## config.mk

```make
export PLATFORM = sky130hd
export DESIGN_NAME = irqgen_top
export DESIGN_NICKNAME = d
export VERILOG_FILES = /design/src/rtl/irqgen_pkg.sv /design/src/rtl/irqgen_hsfilt.sv /design/src/rtl/irqgen_regs.sv /design/src/rtl/irqgen_pulse.sv /design/src/rtl/irqgen_top.sv
export SDC_FILE = /design/constraint.sdc
export NUM_CORES = 1
export LEC_CHECK = 0
export BUFFER_PORTS_ARGS = -buffer_cell sky130_fd_sc_hd__buf_2
export CAP_MARGIN = 5
export CORE_MARGIN = 1.5
export CORE_UTILIZATION = 50
export DETAILED_ROUTE_END_ITERATION = 16
export PLACE_DENSITY = 0.76
export SLEW_MARGIN = 20
export SYNTH_ARGS = -nofsm -noshare
export SYNTH_HDL_FRONTEND = slang
export SYNTH_SLANG_ARGS = --single-unit
```

## constraint.sdc

```tcl
create_clock -name clk -period 4.6 [get_ports clk]
set_input_delay 0.92 -clock clk [delete_from_list [all_inputs] [get_ports clk]]
set_output_delay 0.92 -clock clk [all_outputs]
set_load 0.02 [all_outputs]
```

## src/rtl/irqgen_pkg.sv

```systemverilog
package irqgen_pkg;
  typedef enum logic [1:0] {
    HS_ACK  = 2'd0,
    HS_NAK  = 2'd1,
    HS_NYET = 2'd2,
    HS_NONE = 2'd3
  } hs_kind_e;

  typedef enum logic [1:0] {
    FLT_ACK      = 2'b00,
    FLT_ACK_NYET = 2'b01,
    FLT_ACK_NAK  = 2'b10,
    FLT_RSVD     = 2'b11
  } flt_e;

  // Packed from the top bit down: the field positions are decoded by software.
  typedef struct packed {
    logic [1:0] ctl_flt;
    logic [1:0] in_flt;
    logic [1:0] out_flt;
    logic       pulse_sel;
    logic       pol_hi;
  } cfg_t;

  localparam logic [1:0] A_CFG  = 2'd0;
  localparam logic [1:0] A_CTRL = 2'd1;
  localparam logic [1:0] A_MASK = 2'd2;
  localparam logic [1:0] A_PEND = 2'd3;

  localparam cfg_t CFG_RESET = '{ctl_flt: 2'b11, in_flt: 2'b11, out_flt: 2'b11,
                                 pulse_sel: 1'b0, pol_hi: 1'b0};
endpackage

```

## src/rtl/irqgen_hsfilt.sv

```systemverilog
module irqgen_hsfilt
  import irqgen_pkg::*;
#(
  parameter int EPW = 3
) (
  input  logic           hs_valid,
  input  logic [1:0]     hs_kind,
  input  logic [EPW-1:0] hs_ep,
  input  logic           hs_in,
  input  cfg_t           cfg,
  output logic [2:0]     raise
);
  localparam int NCLS = 3;

  logic [1:0]      flt [NCLS];
  logic [NCLS-1:0] cls_hit;

  assign flt[0] = cfg.ctl_flt;
  assign flt[1] = cfg.in_flt;
  assign flt[2] = cfg.out_flt;

  // Endpoint zero is always the control class, whatever the direction.
  assign cls_hit[0] = (hs_ep == '0);
  assign cls_hit[1] = (hs_ep != '0) &&  hs_in;
  assign cls_hit[2] = (hs_ep != '0) && !hs_in;

  genvar g;
  generate
    for (g = 0; g < NCLS; g++) begin : g_cls
      logic pass;
      always_comb begin
        pass = 1'b0;
        case (hs_kind)
          HS_ACK:  pass = 1'b1;
          HS_NAK:  pass = (flt[g] == FLT_ACK_NAK);
          HS_NYET: pass = (flt[g] == FLT_ACK_NYET);
          default: pass = 1'b0;
        endcase
      end
      assign raise[g] = hs_valid & cls_hit[g] & pass;
    end
  endgenerate
endmodule

```

## src/rtl/irqgen_regs.sv

```systemverilog
module irqgen_regs
  import irqgen_pkg::*;
#(
  parameter int NSRC = 8,
  parameter int DW   = 8
) (
  input  logic            clk,
  input  logic            rst,
  input  logic            wr_en,
  input  logic [1:0]      wr_addr,
  input  logic [DW-1:0]   wr_data,
  input  logic [1:0]      rd_addr,
  input  logic [NSRC-1:0] set_vec,
  output cfg_t            cfg_q,
  output logic            glb_en,
  output logic [NSRC-1:0] mask_q,
  output logic [NSRC-1:0] pend_q,
  output logic [DW-1:0]   rd_data
);
  localparam int CFGW = $bits(cfg_t);

  logic            wr_cfg, wr_ctrl, wr_mask, wr_pend;
  logic [NSRC-1:0] clr_vec;

  assign wr_cfg  = wr_en && (wr_addr == A_CFG);
  assign wr_ctrl = wr_en && (wr_addr == A_CTRL);
  assign wr_mask = wr_en && (wr_addr == A_MASK);
  assign wr_pend = wr_en && (wr_addr == A_PEND);
  assign clr_vec = wr_pend ? wr_data[NSRC-1:0] : '0;

  always_ff @(posedge clk) begin
    if (rst) begin
      cfg_q  <= CFG_RESET;
      glb_en <= 1'b0;
      mask_q <= '0;
      pend_q <= '0;
    end else begin
      if (wr_cfg)  cfg_q  <= cfg_t'(wr_data[CFGW-1:0]);
      if (wr_ctrl) glb_en <= wr_data[0];
      if (wr_mask) mask_q <= wr_data[NSRC-1:0];
      // A new event outranks a clear aimed at the same bit.
      pend_q <= (pend_q & ~clr_vec) | set_vec;
    end
  end

  always_ff @(posedge clk) begin
    if (rst) begin
      rd_data <= '0;
    end else begin
      case (rd_addr)
        A_CFG:   rd_data <= DW'(cfg_q);
        A_CTRL:  rd_data <= DW'(glb_en);
        A_MASK:  rd_data <= DW'(mask_q);
        default: rd_data <= DW'(pend_q);
      endcase
    end
  end
endmodule

```

## src/rtl/irqgen_pulse.sv

```systemverilog
module irqgen_pulse #(
  parameter int PULSE_CYC = 15
) (
  input  logic clk,
  input  logic rst,
  input  logic clr,
  input  logic trig,
  output logic active
);
  localparam int CW = $clog2(PULSE_CYC + 1);

  logic [CW-1:0] left_q;

  // A trigger is taken only once the count has reached zero. The final pin
  // register therefore always shows one inactive cycle between two pulses.
  always_ff @(posedge clk) begin
    if (rst || clr)       left_q <= '0;
    else if (left_q != 0) left_q <= left_q - 1'b1;
    else if (trig)        left_q <= CW'(PULSE_CYC);
  end

  assign active = (left_q != '0);
endmodule

```

## src/rtl/irqgen_top.sv

```systemverilog
module irqgen_top
  import irqgen_pkg::*;
#(
  parameter int NSRC       = 8,
  parameter int DW         = 8,
  parameter int EPW        = 3,
  parameter int PULSE_CYC  = 15,
  parameter int HS_CTL_BIT = 0,
  parameter int HS_IN_BIT  = 1,
  parameter int HS_OUT_BIT = 2
) (
  input  logic            clk,
  input  logic            rst,
  input  logic            wr_en,
  input  logic [1:0]      wr_addr,
  input  logic [DW-1:0]   wr_data,
  input  logic [1:0]      rd_addr,
  output logic [DW-1:0]   rd_data,
  input  logic [NSRC-1:0] src_evt,
  input  logic            hs_valid,
  input  logic [1:0]      hs_kind,
  input  logic [EPW-1:0]  hs_ep,
  input  logic            hs_in,
  output logic            irq_pin
);
  cfg_t            cfg_q;
  logic            glb_en, en_prev;
  logic [NSRC-1:0] mask_q, pend_q, hs_vec, set_vec;
  logic [2:0]      hs_raise;
  logic            pend_hit, new_hit, en_rise, trig, pulse_clr, pulse_on, asserted;

  irqgen_hsfilt #(.EPW(EPW)) u_filt (
    .hs_valid (hs_valid),
    .hs_kind  (hs_kind),
    .hs_ep    (hs_ep),
    .hs_in    (hs_in),
    .cfg      (cfg_q),
    .raise    (hs_raise)
  );

  always_comb begin
    hs_vec             = '0;
    hs_vec[HS_CTL_BIT] = hs_raise[0];
    hs_vec[HS_IN_BIT]  = hs_raise[1];
    hs_vec[HS_OUT_BIT] = hs_raise[2];
  end

  assign set_vec = src_evt | hs_vec;

  irqgen_regs #(.NSRC(NSRC), .DW(DW)) u_regs (
    .clk     (clk),
    .rst     (rst),
    .wr_en   (wr_en),
    .wr_addr (wr_addr),
    .wr_data (wr_data),
    .rd_addr (rd_addr),
    .set_vec (set_vec),
    .cfg_q   (cfg_q),
    .glb_en  (glb_en),
    .mask_q  (mask_q),
    .pend_q  (pend_q),
    .rd_data (rd_data)
  );

  always_ff @(posedge clk) begin
    if (rst) en_prev <= 1'b0;
    else     en_prev <= glb_en;
  end

  assign pend_hit  = |(pend_q & mask_q);
  assign new_hit   = |(set_vec & mask_q);
  assign en_rise   = glb_en & ~en_prev;
  // An enable that rises while bits are pending counts as one trigger. Events
  // seen while disabled are not queued for replay.
  assign trig      = cfg_q.pulse_sel & glb_en & (new_hit | (en_rise & pend_hit));
  assign pulse_clr = ~cfg_q.pulse_sel | ~glb_en;

  irqgen_pulse #(.PULSE_CYC(PULSE_CYC)) u_pulse (
    .clk    (clk),
    .rst    (rst),
    .clr    (pulse_clr),
    .trig   (trig),
    .active (pulse_on)
  );

  assign asserted = glb_en & (cfg_q.pulse_sel ? pulse_on : pend_hit);

  always_ff @(posedge clk) begin
    if (rst) irq_pin <= 1'b1;
    else     irq_pin <= asserted ~^ cfg_q.pol_hi;
  end
endmodule

```

==> results of run 1 <==
area by class of cell:
class	count	area [µm²]	area share (%)
Clock buffer	6	51.3	2.40
Sequential cell	39	781	36.5
Timing Repair Buffer	39	198	9.25
Multi-Input combinational cell	141	990	46.3
Inverter	7	26.3	1.23
Tap cell	46	57.6	2.69
Clock inverter	2	35.0	1.64
path summary, 6_finish.rpt:
path         cells past startpoint                             end
max                              8  u_pulse.left_q[1]$_SDFFE_PP0P_
min                              2     u_regs.pend_q[0]$_SDFF_PP0_
max reg2reg                      5  u_pulse.left_q[1]$_SDFFE_PP0P_
min reg2reg                      2     u_regs.pend_q[0]$_SDFF_PP0_
worst max-delay path: stages:
cell and delay (ns):
buf_2 0.09, inv_1 0.05, ha_1 0.34, nor4bb_1 0.16, or4_1 0.49, a311o_1 0.38
nor4_4 0.28, mux2_1 0.35
cells by family (layout without fill, tap and decap cells):
logic type | count (synthesis) | after routing
DFF | 39 | 39
and+or+nand+nor | 76 | 76
muxes | 20 | 20
xor gates and xnor gates | 2 | 2
adders and majority gates | 4 | 4
buffers and inverters | 16 | 54
AOI/OAI and AO/OA | 39 | 39
state kept, by name (all words and copies together) (netlist names):
register	cells
en_prev	1
irq_pin	1
u_pulse.left_q	4
u_regs.cfg_q	8
u_regs.glb_en	1
u_regs.mask_q	8
u_regs.pend_q	8
u_regs.rd_data	8
Yosys cell counts (all sizes together):
cell	n
a2111oi	1
or3	1
nand3b	1
o2111ai	1
mux4	1
o31ai	1
and4b	2
nor4bb	2
xnor2	2
a31oi	3
a21boi	1
nand2b	2
a21oi	6
and3	1
mux2i	11
ha	4
a31o	1
o211ai	1
a211oi	1
nand3	2
nor2	31
nor3	3
a41oi	2
nor2b	9
mux2	8
inv	7
nand4	1
dfxtp	39
nand2	13
a311o	1
a222oi	1
clkbuf	9
nor4	2
and3b	1
a22oi	13
or4	1
nor3b	4
a211o	6
power by group:
group          switching [µW]  leakage [µW]  total, µW  internal (µW)
clock                     111     0.0000482        239            128
combinational            48.6      0.000574       91.5           42.9
sequential               12.8      0.000320        366            353
total                     172      0.000942        697            525
routing by layer:
layer,global-route usage [%],wire length [µm]
met1,27.2,1850
met2,34.6,1910
met3,5.89,279
met4,9.51,78
met5,0,0
per-stage QoR:
| stage | power (µW) | hold slack (ns) | utilization [%] |
|---|---|---|---|
| 3_3_place_gp | 462 | 0.491 | 60.1 |
| 2_1_floorplan | 430 | 0.467 | - |
| 5_1_grt | 731 | 0.559 | 62.6 |
| 3_5_place_dp | 465 | 0.510 | 60.1 |
| 4_1_cts | 702 | 0.523 | 62.6 |
| 6_report | 697 | 0.520 | 62.6 |
==> flow_summary.yaml, run 1 <==
floorplan:
  pin_count: 39
  die_h_um: 63.5
  core_um2: 3420
  fp-row-count: 21
  start_util_pct: 53.6
  die_area_um2: 4030
  die_x_um: 63.5
routing:
  first_pass_iters: 4
  routed_wl_um: 4120
  ant_nets: 0
  drc: 0
  via_per_inst: 5.67
  wl_per_cell_um: 14.7
  vias: 1588
  drt_iter0_markers: 115
timing:
  timing.final.ws_setup_ns: 1.78
  drv_slew: 0
  rsz0062_at_grt: "false"
  worst_pin_slew_ns: 0.611
  setup_violations: 0
  period_needed_ns: 2.82
  finalSetupTns_ns: 0
  relSlewSlack_pct: 59.1
  fin_crit_sh_pct: 61.3
  skew_ns: 0.0116
  hold_violations: 0
  fmax_mhz: 355
pwr:
  powerDensity_nw_per_um2: 326
  ir_drop_uv: 253
  p_leak_uw: 0.000942
worst_setup_path:
  cp.required_ns: 4.84
  reg2reg_slack_ns: 2.45
  r2r_start: "u_regs.cfg_q[3]$_SDFFE_PP1P_"
  path_max_fanout: 5
  cp-end-kind: "flop"
  crit_start: "hs_kind[0]"
  cp-start-kind: "input port"
  worst-endpoint-arrival_ns: 3.06
  worstSetupPathType: "in2reg"
placement:
  dp_cells: 272
  io_buffers: 38
  dp_hpwl_um: 3050
  dpl-instance-area_um2: 2050
  post-place-ws_ns: 1.40
  place_congestion: 0.800
cells_and_area:
  antenna_cells: 0
  most-common-layout-cells: "39 x dfxtp_1, 38 x buf_2, 31 x nor2_1"
  fin_area_um2: 2140
  nets: 267
  nFillCells: 322
  drive_above_1_share_pct: 24.8
  area_growth_pct: 16.8
  final_cells: 280
  layout.cells.most_common: "dfxtp_1"
clock_tree:
  cts_buffers: 5
  cts_sinks: 39
  clk_latency_ns: 0.35
  cts-root-buf: "clkbuf_4"
  post_cts_buffers: 0
  clk_pin_slew_ns: 0.11
  cts_tree: "built"
  cts_max_level: 2
  cts-resized-gates: 0
  ctsHoldBuffers: 0
  cts_buffer_depth: 2
synthesis:
  synth.top_cell.area_share_pct: 42.7
  ys_seq_elements: 39
  yosysWarnings: 0
  synth_area_leaders: "dfxtp_1 43%, nor2_1 6.4%, mux2i_1 6.0%, a22oi_1 5.3%, mux2_2 4.3%"
  synthAdderAreaFrac_pct: 2.73
  synth.yosys.seq_area_share_pct: 42.7
  synth_cell_types: 41
  synth_compound_gate_area_share_pct: 16.0
  synth-xor-area-share_pct: 0.957
  synth.avg_cell_area_um2: 9.34
  synthCells: 196
  syn_nets: 230
  synth_top_family_by_area: "simple AND/OR/NAND/NOR gates"
  synth.area.mux_share_pct: 12.2
  synthSimpleGateAreaFrac_pct: 22.2
  yosysTopAreaCell: "dfxtp_1"
  netlist_area_um2: 1830
grt:
  grt_antenna_before_repair: 0
  grt.overflow.total: 0
  grt_use_total_pct: 21.6
  grt_pass1_vias: 1457
  grt_pass1_wl_um: 6690
  grt_max_degree: 36
min_path:
  hold_class: "reg2reg"
  hp-start: "u_regs.pend_q[0]$_SDFF_PP0_"
run:
  cap_violations: 0
outcome:
  outcome: "finished clean"
(Power assumes the default switching activity.)
==> run 2, diff against run 1 <==
--- a/config.mk
+++ b/config.mk
@@ -8,7 +8,7 @@
 export BUFFER_PORTS_ARGS = -buffer_cell sky130_fd_sc_hd__buf_2
 export CAP_MARGIN = 5
 export CORE_MARGIN = 1.5
-export CORE_UTILIZATION = 50
+export CORE_UTILIZATION = 48
 export DETAILED_ROUTE_END_ITERATION = 16
 export PLACE_DENSITY = 0.76
 export SLEW_MARGIN = 20
==> constraint.sdc (replaced) <==
create_clock -name clk -period 2.5 [get_ports clk]
set_input_delay 0.5 -clock clk [delete_from_list [all_inputs] [get_ports clk]]
set_output_delay 0.5 -clock clk [all_outputs]
set_load 0.02 [all_outputs]
==> flow_summary.yaml, run 2 (same netlist as run 1, synthesis figures left out) <==
floorplan:
  die_x_um: 64.8
  fp-row-count: 22
  die_h_um: 64.8
  pin_count: 39
  core_um2: 3660
  start_util_pct: 50.0
  die_area_um2: 4190
timing:
  drv_slew: 0
  rsz0062_at_grt: "false"
  worst_pin_slew_ns: 0.616
  relSlewSlack_pct: 58.8
  hold_slack_ns: 0.424
  timing.final.ws_setup_ns: 0.189
  fmax_mhz: 433
  period_needed_ns: 2.31
  hold_violations: 0
  fin_crit_sh_pct: 92.4
  setup_violations: 0
  skew_ns: 0.00981
clock_tree:
  cts-root-buf: "clkbuf_8"
  post_cts_buffers: 0
  cts_tree: "built"
  clk_latency_ns: 0.30
  cts-resized-gates: 0
  cts_sinks: 39
  cts_buffers: 5
  clk_pin_slew_ns: 0.07
  ctsHoldBuffers: 0
  cts_max_level: 2
  cts_buffer_depth: 2
pwr:
  ir_drop_uv: 356
  powerDensity_nw_per_um2: 580
  p_leak_uw: 0.000960
  finalPower_uw: 1270
placement:
  dp_hpwl_um: 3190
  post-place-ws_ns: -0.138
  place_congestion: 0.820
  dpl-instance-area_um2: 2100
  io_buffers: 38
grt:
  grt_pass1_vias: 1602
  grt_use_total_pct: 22.7
  grt_pass1_wl_um: 7330
  grt_max_degree: 35
  grt_antenna_before_repair: 0
  grt.overflow.total: 0
worst_setup_path:
  worst-endpoint-arrival_ns: 2.49
  path_max_fanout: 3
  reg2reg_slack_ns: 0.40
  cp-end-kind: "flop"
  cp.required_ns: 2.68
  worstSetupPathType: "in2reg"
  cp-start-kind: "input port"
cells_and_area:
  fin_area_um2: 2190
  nets: 272
  most-common-layout-cells: "39 x dfxtp_1, 38 x buf_2, 31 x nor2_1"
  utilization_pct: 59.8
  drive_above_1_share_pct: 26.4
  antenna_cells: 0
  area_growth_pct: 19.6
  layout.cells.most_common: "dfxtp_1"
outcome:
  outcome: "finished clean"
routing:
  vias: 1627
  drt_iter0_markers: 118
  via_per_inst: 5.67
  ant_nets: 0
  drc: 0
  routed_wl_um: 4430
  wl_per_cell_um: 15.4
  first_pass_iters: 4
run:
  cap_violations: 0
min_path:
  hold_class: "in2reg"
[run 2: final timing paths]
path,start,end,cells past startpoint
hold reg to reg,u_regs.pend_q[7]$_SDFF_PP0_,u_regs.pend_q[7]$_SDFF_PP0_,2
setup reg to reg,u_regs.cfg_q[3]$_SDFFE_PP1P_,u_pulse.left_q[1]$_SDFFE_PP0P_,5
hold / removal,rst,en_prev$_SDFF_PP0_,2
setup / recovery,hs_kind[0],u_pulse.left_q[1]$_SDFFE_PP0P_,8
[run 2: final cells by class]
type | count | area, µm²
flip-flops and latches | 39 | 781
fillers | 336 | 1470
repair buffers | 44 | 235
well taps | 48 | 60.1
clock inverters | 2 | 12.5
inverters | 7 | 26.3
multi-input cells | 141 | 1000
clock buffers | 6 | 72.6
[run 2: report_power, final]
| part | total, µW | leakage (µW) | internal (µW) | switching, µW |
|---|---|---|---|---|
| Combinational | 180 | 0.000599 | 86.3 | 93.3 |
| Clock | 417 | 0.0000412 | 195 | 222 |
| Sequential | 674 | 0.000320 | 650 | 23.7 |
| Total | 1270 | 0.000960 | 931 | 339 |
[run 2: metrics by stage]
stage	instances	TNS, ns
floorplan	196	0
global placement	279	-0.0914
detailed placement	279	-0.146
CTS	287	0
global route	287	0
finish	287	0
[run 2: metal layers]
metal,vias to the layer above,GRT usage (%),wire (µm)
met2,52,38.0,2110
met3,7,4.69,257
met5,-,0,0
met1,776,28.2,1990
li1,792,-,-
met4,0,9.57,74
[run 2: critical path, stage by stage]
cell      delay, ns
buf_2          0.10
inv_1          0.11
ha_4           0.22
nor4bb_1       0.13
or4_1          0.50
a311o_1        0.42
nor4_4         0.17
mux2_1         0.34
